--- config.mk ---
export PLATFORM = sky130hd
export DESIGN_NAME = tpmux_top
export DESIGN_NICKNAME = d
export VERILOG_FILES = /design/src/rtl/tpmux_pkg.sv /design/src/rtl/tpmux_sync.sv /design/src/rtl/tpmux_strap.sv /design/src/rtl/tpmux_route.sv /design/src/rtl/tpmux_top.sv
export SDC_FILE = /design/constraint.sdc
export NUM_CORES = 1
export LEC_CHECK = 0
export ABC_AREA = 1
export BUFFER_PORTS_ARGS = -buffer_cell sky130_fd_sc_hd__buf_2
export CAP_MARGIN = 10
export CORE_MARGIN = 1
export CORE_UTILIZATION = 30
export DETAILED_ROUTE_END_ITERATION = 10
export SYNTH_ARGS = -nofsm -noshare
export SYNTH_HDL_FRONTEND = slang
export SYNTH_SLANG_ARGS = --single-unit
--- constraint.sdc ---
create_clock -name clk -period 1.64 [get_ports clk]
set_input_delay 0.082 -clock clk [delete_from_list [all_inputs] [get_ports clk]]
set_output_delay 0.082 -clock clk [all_outputs]
set_load 0.03 [all_outputs]
--- src/rtl/tpmux_pkg.sv ---
// Package: shared widths, mode codes and the calibration strobe group.
// Assumes the port is eight pins wide and the mode uses four strap bits.
package tpmux_pkg;
    localparam int PORT_W = 8;
    localparam int MODE_W = 4;

    localparam logic [MODE_W-1:0] MODE_QUIET = 4'h0;
    localparam logic [MODE_W-1:0] MODE_DBG   = 4'h1;
    localparam logic [MODE_W-1:0] MODE_CAL   = 4'h8;

    // Packed so that vsync lands on bit 0 and rst_aux[2] lands on bit 7.
    typedef struct packed {
        logic [2:0] rst_aux;
        logic       rev;
        logic       spoke;
        logic       seq_idx;
        logic       cw_idx_dly;
        logic       vsync;
    } cal_grp_t;
endpackage

--- src/rtl/tpmux_sync.sv ---
// Module: synchronizes the asynchronous power-sense input into the clock
// domain and gives a one-cycle pulse on its rising edge.
// Assumes STAGES >= 2. The synchronized level is the block's active-low reset.
module tpmux_sync #(
    parameter int STAGES = 2
) (
    input  logic clk,
    input  logic async_in,
    output logic rel_n,
    output logic cap_pulse
);
    logic [STAGES-1:0] chain;
    logic              rel_d;

    // Shift the asynchronous level through the synchronizer chain.
    always_ff @(posedge clk) begin
        chain <= {chain[STAGES-2:0], async_in};
    end

    assign rel_n = chain[STAGES-1];

    // Delayed copy of the synchronized level for edge detection (sync reset).
    always_ff @(posedge clk) begin
        if (!rel_n) rel_d <= 1'b0;
        else        rel_d <= 1'b1;
    end

    assign cap_pulse = rel_n & ~rel_d;

    // the capture pulse lasts exactly one cycle after each release.
    p_single_pulse_r8: assert property (@(posedge clk) disable iff (!rel_n)
        cap_pulse |=> !cap_pulse);
endmodule

--- src/rtl/tpmux_strap.sv ---
// Module: samples the strap pins while reset is held and latches them as the
// test mode on the capture pulse. The mode holds until reset.
// Assumes cap_pulse comes from tpmux_sync and is high one cycle per release.
module tpmux_strap
    import tpmux_pkg::*;
(
    input  logic              clk,
    input  logic              rel_n,
    input  logic              cap_pulse,
    input  logic [MODE_W-1:0] strap_in,
    output logic [MODE_W-1:0] mode,
    output logic              mode_valid
);
    logic [MODE_W-1:0] strap_q;

    // Track the strap pins while in reset; latch the mode once on release.
    always_ff @(posedge clk) begin
        if (!rel_n) begin
            strap_q    <= strap_in;
            mode       <= MODE_QUIET;
            mode_valid <= 1'b0;
        end else if (cap_pulse) begin
            mode       <= strap_q;
            mode_valid <= 1'b1;
        end
    end

    // the mode taken on release is the last strap value seen in reset.
    p_capture_r2: assert property (@(posedge clk) disable iff (!rel_n)
        cap_pulse |=> (mode == $past(strap_q)) && mode_valid);

    // once valid, the mode never changes until reset.
    p_mode_hold_r3: assert property (@(posedge clk) disable iff (!rel_n)
        (mode_valid && $past(mode_valid)) |-> $stable(mode));
endmodule

--- src/rtl/tpmux_route.sv ---
// Module: picks the source group for the captured mode and registers the pin
// data and the per-pin output enables.
// Assumes mode is stable while mode_valid is high; undefined modes drive low.
module tpmux_route
    import tpmux_pkg::*;
(
    input  logic              clk,
    input  logic              rel_n,
    input  logic [MODE_W-1:0] mode,
    input  logic              mode_valid,
    input  cal_grp_t          cal,
    input  logic [PORT_W-1:0] dbg,
    output logic [PORT_W-1:0] pad_out,
    output logic [PORT_W-1:0] pad_oe
);
    logic [PORT_W-1:0] sel;

    // Choose the source word for the current mode.
    always_comb begin
        case (mode)
            MODE_CAL: sel = cal;
            MODE_DBG: sel = dbg;
            default:  sel = '0;
        endcase
    end

    // One data and one enable flop per pin, cleared in reset.
    for (genvar p = 0; p < PORT_W; p++) begin : g_pin
        always_ff @(posedge clk) begin
            if (!rel_n) begin
                pad_out[p] <= 1'b0;
                pad_oe[p]  <= 1'b0;
            end else begin
                pad_out[p] <= sel[p];
                pad_oe[p]  <= mode_valid;
            end
        end
    end

    // a driving pin implies a captured mode.
    always_comb begin
        p_oe_needs_mode_r1: assert (pad_oe == '0 || mode_valid);
    end

    // enables rise only after the mode was already valid.
    p_oe_after_mode_r8: assert property (@(posedge clk) disable iff (!rel_n)
        $rose(pad_oe[0]) |-> $past(mode_valid));

    // undefined modes keep the pins low.
    p_undef_low_r7: assert property (@(posedge clk) disable iff (!rel_n)
        (mode != MODE_CAL && mode != MODE_DBG) |=> pad_out == '0);

    // debug mode passes the bus with one clock of latency.
    p_dbg_pass_r6: assert property (@(posedge clk) disable iff (!rel_n)
        (mode == MODE_DBG) |=> pad_out == $past(dbg));
endmodule

--- src/rtl/tpmux_top.sv ---
// Module: reset-strapped test-point multiplexer top level.
// Assumes pwr_sense is asynchronous and is the block's only reset source.
module tpmux_top
    import tpmux_pkg::*;
#(
    parameter int SYNC_STAGES = 2
) (
    input  logic              clk,
    input  logic              pwr_sense,
    input  logic [MODE_W-1:0] strap_in,
    input  logic              cal_vsync,
    input  logic              cal_cw_idx_dly,
    input  logic              cal_seq_idx,
    input  logic              cal_spoke,
    input  logic              cal_rev,
    input  logic [2:0]        cal_rst_aux,
    input  logic [PORT_W-1:0] dbg_bus,
    output logic [PORT_W-1:0] pad_out,
    output logic [PORT_W-1:0] pad_oe
);
    logic              rel_n;
    logic              cap_pulse;
    logic [MODE_W-1:0] mode;
    logic              mode_valid;
    cal_grp_t          cal;

    assign cal = '{rst_aux: cal_rst_aux, rev: cal_rev, spoke: cal_spoke,
                   seq_idx: cal_seq_idx, cw_idx_dly: cal_cw_idx_dly,
                   vsync: cal_vsync};

    tpmux_sync #(.STAGES(SYNC_STAGES)) u_sync (
        .clk       (clk),
        .async_in  (pwr_sense),
        .rel_n     (rel_n),
        .cap_pulse (cap_pulse)
    );

    tpmux_strap u_strap (
        .clk        (clk),
        .rel_n      (rel_n),
        .cap_pulse  (cap_pulse),
        .strap_in   (strap_in),
        .mode       (mode),
        .mode_valid (mode_valid)
    );

    tpmux_route u_route (
        .clk        (clk),
        .rel_n      (rel_n),
        .mode       (mode),
        .mode_valid (mode_valid),
        .cal        (cal),
        .dbg        (dbg_bus),
        .pad_out    (pad_out),
        .pad_oe     (pad_oe)
    );
endmodule

==> results of run 1 <==
==> through the flow <==
step	hold WS, ns	std cells
6_report	0.0353	138
5_1_grt	0.0223	138
4_1_cts	0.0257	138
3_5_place_dp	0.186	129
3_3_place_gp	0.187	129
2_1_floorplan	0.110	73
==> routing by layer <==
metal  share of wire (%)  GRT usage (%)  up-vias  routed length, um
li1                    -              -      316                  -
met1                  45           14.5      270                597
met2                  49           16.5       26                655
met3                 4.8           2.63        2                 64
met4                 1.4           8.11        0                 19
met5                   0              0        -                  0
==> cells by family after synthesis <==
family                 count (synthesis)  share of synthesized area [%]
AND/OR/NAND/NOR                       20                           14.5
flip-flops                            21                           62.0
buffers and inverters                 15                           12.1
AO/OA/AOI/OAI                         17                           11.4
==> cell type report <==
class / instances / area share, %
well taps: 28 / 3.60
repair buffers: 42 / 24.2
inverters: 6 / 2.31
multi-input cells: 37 / 19.8
flip-flops and latches: 21 / 47.3
clock inverters: 1 / 0.514
clock buffers: 3 / 2.31
==> sequential cells by signal, summed over array words and instances, names as in the netlist <==
signal,cells
u_route.pad_oe,1
u_strap.mode,4
u_strap.mode_valid,1
u_route.pad_out,8
u_sync.rel_d,1
u_strap.strap_q,4
u_sync.chain,2
==> final timing paths <==
path,start,endpoint,slack [ns],cells after the start
hold / removal,dbg_bus[2],u_route.pad_out[2]$_SDFF_PN0_,0.04,3
hold reg to reg,u_sync.chain[0]$_DFF_P_,u_sync.chain[1]$_DFF_P_,0.35,0
setup reg to reg,u_sync.chain[1]$_DFF_P_,u_strap.strap_q[0]$_DFFE_PN_,0.51,1
setup / recovery,u_sync.chain[1]$_DFF_P_,u_strap.strap_q[0]$_DFFE_PN_,0.51,1
==> tightest hold or removal path, stage by stage <==
cell     delay (ns)
buf_2          0.10
nand3_1        0.07
a21oi_1        0.05
==> power groups by stage <==
stage | Combinational [mW] | Clock, mW | Sequential [mW]
6_report | 0.144 | 0.243 | 0.569
5_1_grt | 0.159 | 0.280 | 0.574
4_1_cts | 0.146 | 0.253 | 0.570
3_5_place_dp | 0.137 | 0 | 0.581
3_3_place_gp | 0.135 | 0 | 0.580
2_1_floorplan | 0.0880 | 0 | 0.597
==> placed cells by master (no fill, tap or decap) <==
cell and instances:
nor2_2 2, clkbuf_4 3, o21ai_0 5, buf_2 37
nand3_1 16, nor2_4 1, clkinv_1 1, dlygate4sd3_1 5
nand2_1 1, edfxtp_1 4, a21oi_1 12, inv_1 5
clkinv_2 1, dfxtp_1 17
==> metrics.cfg, run 1 <==
[run_status]
status=finished, final reports clean

[clock_network]
cts_root_buf=clkbuf_4
clk_path_buf_depth=2
ctsResizeCount=0
numCtsBuffers=3
post-cts-setup-buffer-count=0
cts.clk_slew.worst_paths_ns=0.11
tritoncts=built
worstSkewPairLatency_ns=0.30
hold_buffers=5
cts.sinks=21
htree_levels=1

[drt]
num_vias=614
avgRoutedWirePerCell_um=9.69
drt.antenna.violating_nets=0
drc_errors=0
routed_via_density=4.45
drtPass1Iterations=5
routed_wl_um=1340
first_iter_violations=19

[power]
power_mw=0.956
p_clk_share_pct=25.4
p_sw_mw=0.258
netSwitchingFraction_pct=27.0
p_per_area_nw_per_um2=983
p_int_mw=0.698
seq_power_share_pct=59.5
p_leak_nw=0.447
comb_power_share_pct=15.1
ir_drop_uv=469

[yosys]
synthDistinctLibCells=13
yosys.area.top_type=dfxtp_1
ys_ff_latch=21
synth_flop_cell=dfxtp_1
ys_seq_area_share_pct=62.0
yosys-top-cells-count=dfxtp_1 (17), nand3_1 (16), a21oi_1 (12)
synth_enable_flop_cells=4
synth.top_cell.area_share_pct=45.8
netlist_top_cells_area=dfxtp_1 (46%), edfxtp_1 (16%), nand3_1 (11%)
yosys_warnings=0
syn-mean-instance-area_um2=10.2
yosysMostFrequentCell=dfxtp_1
netlist_instances=73
syn-num-nets=95
async_flop_share_pct=0
syn_area_um2=743

[sta]
fin_crit_ns=1.13
max_freq_mhz=882
skew_ns=0.00533
hold_viol=0
finalWorstSetupSlack_ns=0.506
slew_violations=0
final.setup.tns_ns=0
worst_pin_slew_ns=0.380
fin_crit_sh_pct=69.2
rsz0062_at_grt=no
slew_headroom_pct=74.5
setup_viol=0

[critical_path]
cp_max_fo=13
crit_path_top_delay_cell=dfxtp_1
slowest_delay_ns=0.43
endpoint_kind=flop
crit_chain=clkinv_1
path_buf_inv=1
start_kind=flop
arrival_ns=1.09
crit_family=flip-flops
required_ns=1.60
worstSetupPathType=flop to flop

[grt]
overflow=0
grt_pass1_vias=519
grtUsageTotal_pct=11.3
antenna_found_initial=0
grt_pass1_wl_um=2170
grt_max_degree=17

[die]
ios=38
dieArea_um2=2680
coreArea_um2=2280
die_w_um=51.8
placementRows=17
die_h_um=51.8
initial_core_util_pct=32.7

[placed_design]
portBuffers=37
pre_cts_ws_ns=0.492
dpl-instance-area_um2=896
place_hpwl_um=958
gp_congestion=0.703

[finish]
final_nets=133
seq_area_um2=460
syn_to_final_growth_pct=31.0
drive_above_1_share_pct=40.0
antenna_cells=0
final_area_um2=973
fill_cells=216
final_util_pct=42.8
multiInputGateArea_um2=193

[min_path]
hp-class=primary input to flop

[job]
maxCapViolCount=0

Note: power is estimated with default switching activity, not from simulation.
==> inputs of run 2 (changes only) <==
Clock period 1.64 ns to 1.08 ns, I/O delays scaled along.
==> run 2 against run 1 <==
  * Non-clock buffer count rose by 4
  * Routed wire length increased by 9.1%
  * Utilization increased by 2.4 points
  * Critical path depth is 3 higher
  * Global-route usage up 0.80 points
  * Clock power up 53%
  * Die area is the same
  * Clock skew fell by 0.0043 ns
  * Cell area grew 5.5%
  * Setup slack lost 0.40 ns
  * Register-to-register slack got worse by 0.40 ns
  * Via count is 0.98% higher
  * Critical endpoint is now u_route.pad_out[6]$_SDFF_PN0_
  * Largest cell class unchanged
==> metrics.cfg, run 2 (synthesized netlist as in run 1, its figures left out) <==
[run_status]
status=finished, final reports clean

[min_path]
min_path_cells=3  ; unchanged
hp-class=primary input to flop
worst_hold_path.endpoint=u_route.pad_out[5]$_SDFF_PN0_
hp-start=dbg_bus[5]

[critical_path]
worstSetupPathType=flop to flop
arrival_ns=1.22  ; +0.13 ns
endpoint_kind=flop
crit_path_top_delay_cell=dfxtp_1
cp_max_fo=8  ; -5
reg2reg_depth=4  ; +3
crit_family=flip-flops
required_ns=1.32  ; -0.28 ns
crit_chain=inv_1 > nor2_4 > nand3_1 > a21oi_1
r2r_slack_ns=0.11  ; -0.40 ns
slowest_delay_ns=0.39  ; -0.04 ns
r2r_end=u_route.pad_out[6]$_SDFF_PN0_
path_buf_inv=1  ; unchanged
r2r-start=u_strap.mode[0]$_SDFFE_PN0P_
start_kind=flop

[drt]
first_iter_violations=5  ; -14
routed_via_density=4.37  ; -1.9%
drtPass1Iterations=3  ; -2
routed_wl_um=1460  ; +9.1%
drt.antenna.violating_nets=0  ; unchanged
avgRoutedWirePerCell_um=10.3  ; +6.0%
num_vias=620  ; +0.98%
drc_errors=0  ; unchanged

[finish]
fill_cells=225  ; +4.2%
reg_top3=u_route.pad_out x8, u_strap.mode x4, u_strap.strap_q x4
largest_reg_flops=8  ; unchanged
drive_above_1_share_pct=43.0  ; +3.0 points
seq_area_um2=463  ; +0.54%
syn_to_final_growth_pct=38.2
layout_commonest_cell=buf_2
final_nets=137  ; +3.0%
final_cell_mix=buf_2 (37), nand3_1 (16), dfxtp_1 (15)
final_area_um2=1030  ; +5.5%
antenna_cells=0  ; unchanged
largest-register=u_route.pad_out
multiInputGateArea_um2=203  ; +5.2%
stdcell_count=142  ; +2.9%

[power]
p_leak_nw=0.469  ; +5.0%
ir_drop_uv=747  ; +59%
power_mw=1.49  ; +56%
p_per_area_nw_per_um2=1450  ; +48%

[clock_network]
cts.clk_slew.worst_paths_ns=0.11  ; about the same
tritoncts=built
htree_levels=1  ; unchanged
numCtsBuffers=3  ; unchanged
worstSkewPairLatency_ns=0.30  ; about the same
cts.sinks=21  ; unchanged
cts_root_buf=clkbuf_4
clk_path_buf_depth=2  ; unchanged

[placed_design]
place_hpwl_um=1080  ; +12%
pre_cts_ws_ns=0.0545  ; -0.437 ns
gp_congestion=0.737  ; +4.9%
portBuffers=37  ; unchanged
dpl-instance-area_um2=918  ; +2.5%
dp.cells=132  ; +2.3%

[die]
placementRows=17  ; unchanged
ios=38  ; unchanged
initial_core_util_pct=32.7  ; unchanged
die_w_um=51.8  ; unchanged
die_h_um=51.8  ; unchanged
coreArea_um2=2280  ; unchanged
dieArea_um2=2680  ; unchanged

[grt]
overflow=0  ; unchanged
grt_pass1_wl_um=2300  ; +6.4%
antenna_found_initial=0  ; unchanged
grt_max_degree=17  ; unchanged
grt_pass1_vias=551  ; +6.2%
grtUsageTotal_pct=12.1  ; +0.80 points

[sta]
setup_viol=0  ; unchanged
slew_violations=0  ; unchanged
max_freq_mhz=1030  ; +16%
fin_crit_sh_pct=90.2  ; +21 points
fin_crit_ns=0.974  ; -0.160 ns
hold_viol=0  ; unchanged
skew_ns=0.000983  ; -0.00435 ns
slew_headroom_pct=82.6  ; +8.1 points
fin_hold_ws_ns=0.00116  ; -0.0342 ns
rsz0062_at_grt=yes
finalWorstSetupSlack_ns=0.106  ; -0.400 ns
worst_pin_slew_ns=0.261  ; -0.119 ns

[job]
maxCapViolCount=0  ; unchanged

==> run 2: changes by cell type in the layout (fill, tap and decap cells not counted), moves of 2 or more <==
cell     before  now
nor2_4        1    3
buf_4         0    3
dfxtp_2       0    2
nor2_2        2    0
dfxtp_1      17   15
==> run 2: cell type report <==
type                    instances  area share [%]
clock buffers                   4            2.56
inverters                       6            2.19
flip-flops and latches         21            45.1
repair buffers                 46            27.0
well taps                      28            3.41
multi-input cells              37            19.7
==> run 2: through the flow <==
step,utilization (%),setup TNS [ns]
4_1_cts,43.7,0
3_3_place_gp,40.4,0
5_1_grt,45.1,-0.00923
2_1_floorplan,-,0
6_report,45.1,0
3_5_place_dp,40.4,0
==> run 2: worst max-delay path by stage <==
stage                                       startpoint  slack (ns)                       endpoint  cells past startpoint
final                     u_strap.mode[0]$_SDFFE_PN0P_        0.11  u_route.pad_out[6]$_SDFF_PN0_                      4
after global placement    u_strap.mode[3]$_SDFFE_PN0P_        0.09  u_route.pad_out[7]$_SDFF_PN0_                      4
after CTS                 u_strap.mode[3]$_SDFFE_PN0P_        0.02  u_route.pad_out[6]$_SDFF_PN0_                      4
after global routing      u_strap.mode[3]$_SDFFE_PN0P_      -0.009  u_route.pad_out[2]$_SDFF_PN0_                      4
after floorplan                u_sync.chain[1]$_DFF_P_        0.15   u_strap.strap_q[0]$_DFFE_PN_                      1
after detailed placement  u_strap.mode[3]$_SDFFE_PN0P_        0.05  u_route.pad_out[6]$_SDFF_PN0_                      4
==> run 2: power by group <==
part           total [mW]  internal, mW  switching [mW]
Sequential          0.866         0.842          0.0243
Combinational       0.252         0.105           0.147
Clock               0.372         0.144           0.228
==> run 2: routing by layer <==
layer  up-vias  GRT usage [%]  share of wire, %
li1        324              -                 -
met4         0           9.46               2.7
met5         -              0                 0
met1       270           13.9                39
met3         4           2.05               4.7
met2        22           19.7                53
==> run 2: what timing repair did <==
item,in CTS,in global routing
endpoints found under the hold margin,5,0
hold buffers,5,0
setup endpoints to repair,0,16
buffers inserted,0,1
resized for setup,0,4
==> run 2: tightest hold or removal path, stage by stage <==
cell	delay [ns]
buf_2	0.09
nand3_1	0.06
a21oi_1	0.05
==> inputs of run 3 (changes only) <==
Settings changed: SETUP_SLACK_MARGIN from default to 0.4.
==> run 3 against run 2 <==
  * Global-route usage is 6.9 points higher
  * Via count is 20% higher
  * Combinational power is 67% higher
  * Utilization is 21 points higher
  * Cell area is 47% higher
  * Register-to-register slack hardly changed
  * Hold slack better by 0.048 ns
  * Sequential cell count stayed put
  * Non-clock buffer count is 19 higher
  * Routed wire length is 51% higher
  * Cell count is 14% higher
==> metrics.cfg, run 3 (synthesized netlist as in run 1, its figures left out) <==
[die]
initial_core_util_pct=32.7  ; unchanged
dieArea_um2=2680  ; unchanged
coreArea_um2=2280  ; unchanged
placementRows=17  ; unchanged
die_h_um=51.8  ; unchanged
die_w_um=51.8  ; unchanged
ios=38  ; unchanged

[power]
power_mw=1.68  ; +13%
p_leak_nw=0.605  ; +29%
ir_drop_uv=1040  ; +39%
p_per_area_nw_per_um2=1120  ; -23%

[finish]
reg_top3=u_route.pad_out x8, u_strap.mode x4, u_strap.strap_q x4
fill_cells=170  ; -24%
stdcell_count=162  ; +14%
layout_commonest_cell=buf_2
largest_reg_flops=8  ; unchanged
syn_to_final_growth_pct=103
final_nets=157  ; +15%
antenna_cells=0  ; unchanged
largest-register=u_route.pad_out
drive_above_1_share_pct=73.1  ; +30 points
final_cell_mix=buf_2 (21), dlygate4sd3_1 (20), buf_6 (19)

[sta]
rsz0062_at_grt=yes
finalWorstSetupSlack_ns=0.0958  ; -0.0100 ns
fin_hold_ws_ns=0.0489  ; +0.0477 ns
max_freq_mhz=1020  ; -1.0%
slew_headroom_pct=87.1  ; +4.5 points
fin_crit_ns=0.984  ; +0.0100 ns
hold_viol=0  ; unchanged
slew_violations=0  ; unchanged
setup_viol=0  ; unchanged
worst_pin_slew_ns=0.194  ; -0.0675 ns
fin_crit_sh_pct=91.1  ; +0.93 points
final.setup.tns_ns=0  ; unchanged
skew_ns=0.00196  ; +0.000982 ns

[placed_design]
dp.cells=129  ; -2.3%
pre_cts_ws_ns=0.0955  ; +0.0410 ns
place_hpwl_um=1020  ; -5.6%
portBuffers=37  ; unchanged
gp_congestion=0.662  ; -10%

[critical_path]
cp_max_fo=8  ; unchanged
arrival_ns=1.21  ; about the same
endpoint_kind=flop
crit_path_top_delay_cell=dfxtp_2
r2r_slack_ns=0.1  ; about the same
required_ns=1.31  ; about the same
slowest_delay_ns=0.35  ; -0.04 ns
worstSetupPathType=flop to flop
crit_chain=buf_6 > nor2_4 > buf_12 > nand3_2 > a21oi_1
start_kind=flop

[grt]
grt_pass1_wl_um=3570  ; +55%
grtUsageTotal_pct=19.0  ; +6.9 points
grt_pass1_vias=828  ; +50%
overflow=0  ; unchanged
antenna_found_initial=0  ; unchanged
grt_max_degree=13  ; -4

[clock_network]
cts.sinks=21  ; unchanged
worstSkewPairLatency_ns=0.30  ; about the same
cts_root_buf=clkbuf_4
htree_levels=1  ; unchanged
cts.clk_slew.worst_paths_ns=0.11  ; about the same
tritoncts=built
numCtsBuffers=3  ; unchanged
clk_path_buf_depth=2  ; unchanged

[drt]
drt.antenna.violating_nets=0  ; unchanged
routed_via_density=4.59  ; +5.0%
num_vias=743  ; +20%
drc_errors=0  ; unchanged
avgRoutedWirePerCell_um=13.5  ; +32%
routed_wl_um=2200  ; +51%
drtPass1Iterations=1  ; -2
first_iter_violations=0  ; -5

[job]
maxCapViolCount=0  ; unchanged

[run_status]
status=finished, final reports clean

[min_path]
hp-class=primary input to flop

run 3: cell types whose count changed in the layout (fill, tap and decap cells not counted), moves of 9 or more:
cell           change
nand3_1           -13
dfxtp_2            +9
buf_6             +19
buf_2             -16
nand3_2           +13
dfxtp_1           -13
a21oi_1            -9
dlygate4sd3_1     +15
a21oi_2            +9
run 3: critical path, delay by kind of cell (launching register included):
family / cells / cell delay (ns)
AOI/OAI and AO/OA: 1 / 0.15
buffers and inverters: 2 / 0.25
DFF: 1 / 0.35
and+or+nand+nor: 2 / 0.16
run 3: what timing repair did:
item | CTS | global route
hold buffers | 20 | 0
setup buffers | 8 | 0
endpoints found under the setup margin | 33 | 34
pin swaps | 11 | 2
gates cloned | 1 | 0
endpoints found under the hold margin | 13 | 0
gates resized for setup | 69 | 15
run 3: power breakdown:
| group | total (mW) | switching, mW | internal, mW | leakage (nW) |
|---|---|---|---|---|
| Sequential | 0.890 | 0.0471 | 0.843 | 0.186 |
| Clock | 0.370 | 0.232 | 0.138 | 0.0177 |
| Combinational | 0.420 | 0.200 | 0.220 | 0.401 |
| Total | 1.68 | 0.479 | 1.20 | 0.605 |
run 3: per-stage QoR:
stage          instance area (um2)  util, %
2_1_floorplan                  779        -
3_3_place_gp                   931     40.9
3_5_place_dp                   931     40.9
4_1_cts                       1450     63.7
5_1_grt                       1510     66.2
6_report                      1510     66.2
run 3: final timing paths:
path	start	to	cells after the start
max	u_strap.mode[0]$_SDFFE_PN0P_	u_route.pad_out[0]$_SDFF_PN0_	5
max reg2reg	u_strap.mode[0]$_SDFFE_PN0P_	u_route.pad_out[0]$_SDFF_PN0_	5
min	dbg_bus[0]	u_route.pad_out[0]$_SDFF_PN0_	3
min reg2reg	u_sync.chain[0]$_DFF_P_	u_sync.chain[1]$_DFF_P_	0
run 3: final cells by class:
type / count / area [um2] / area share [%]
multi-input combinational: 37 / 327 / 21.7
timing repair inverter: 1 / 8.76 / 0.581
clock buffer: 3 / 22.5 / 1.50
sequential: 21 / 489 / 32.5
inverter: 6 / 37.5 / 2.49
timing repair buffer: 65 / 582 / 38.6
tap: 28 / 35.0 / 2.33
clock inverter: 1 / 5.00 / 0.332
run 3: per-layer routing:
metal	vias to the layer above	routed length, um	track usage, %
li1	370	-	-
met2	29	1250	35.5
met4	0	91	14.0
met5	-	0	0
met1	334	806	19.7
met3	10	42	1.17
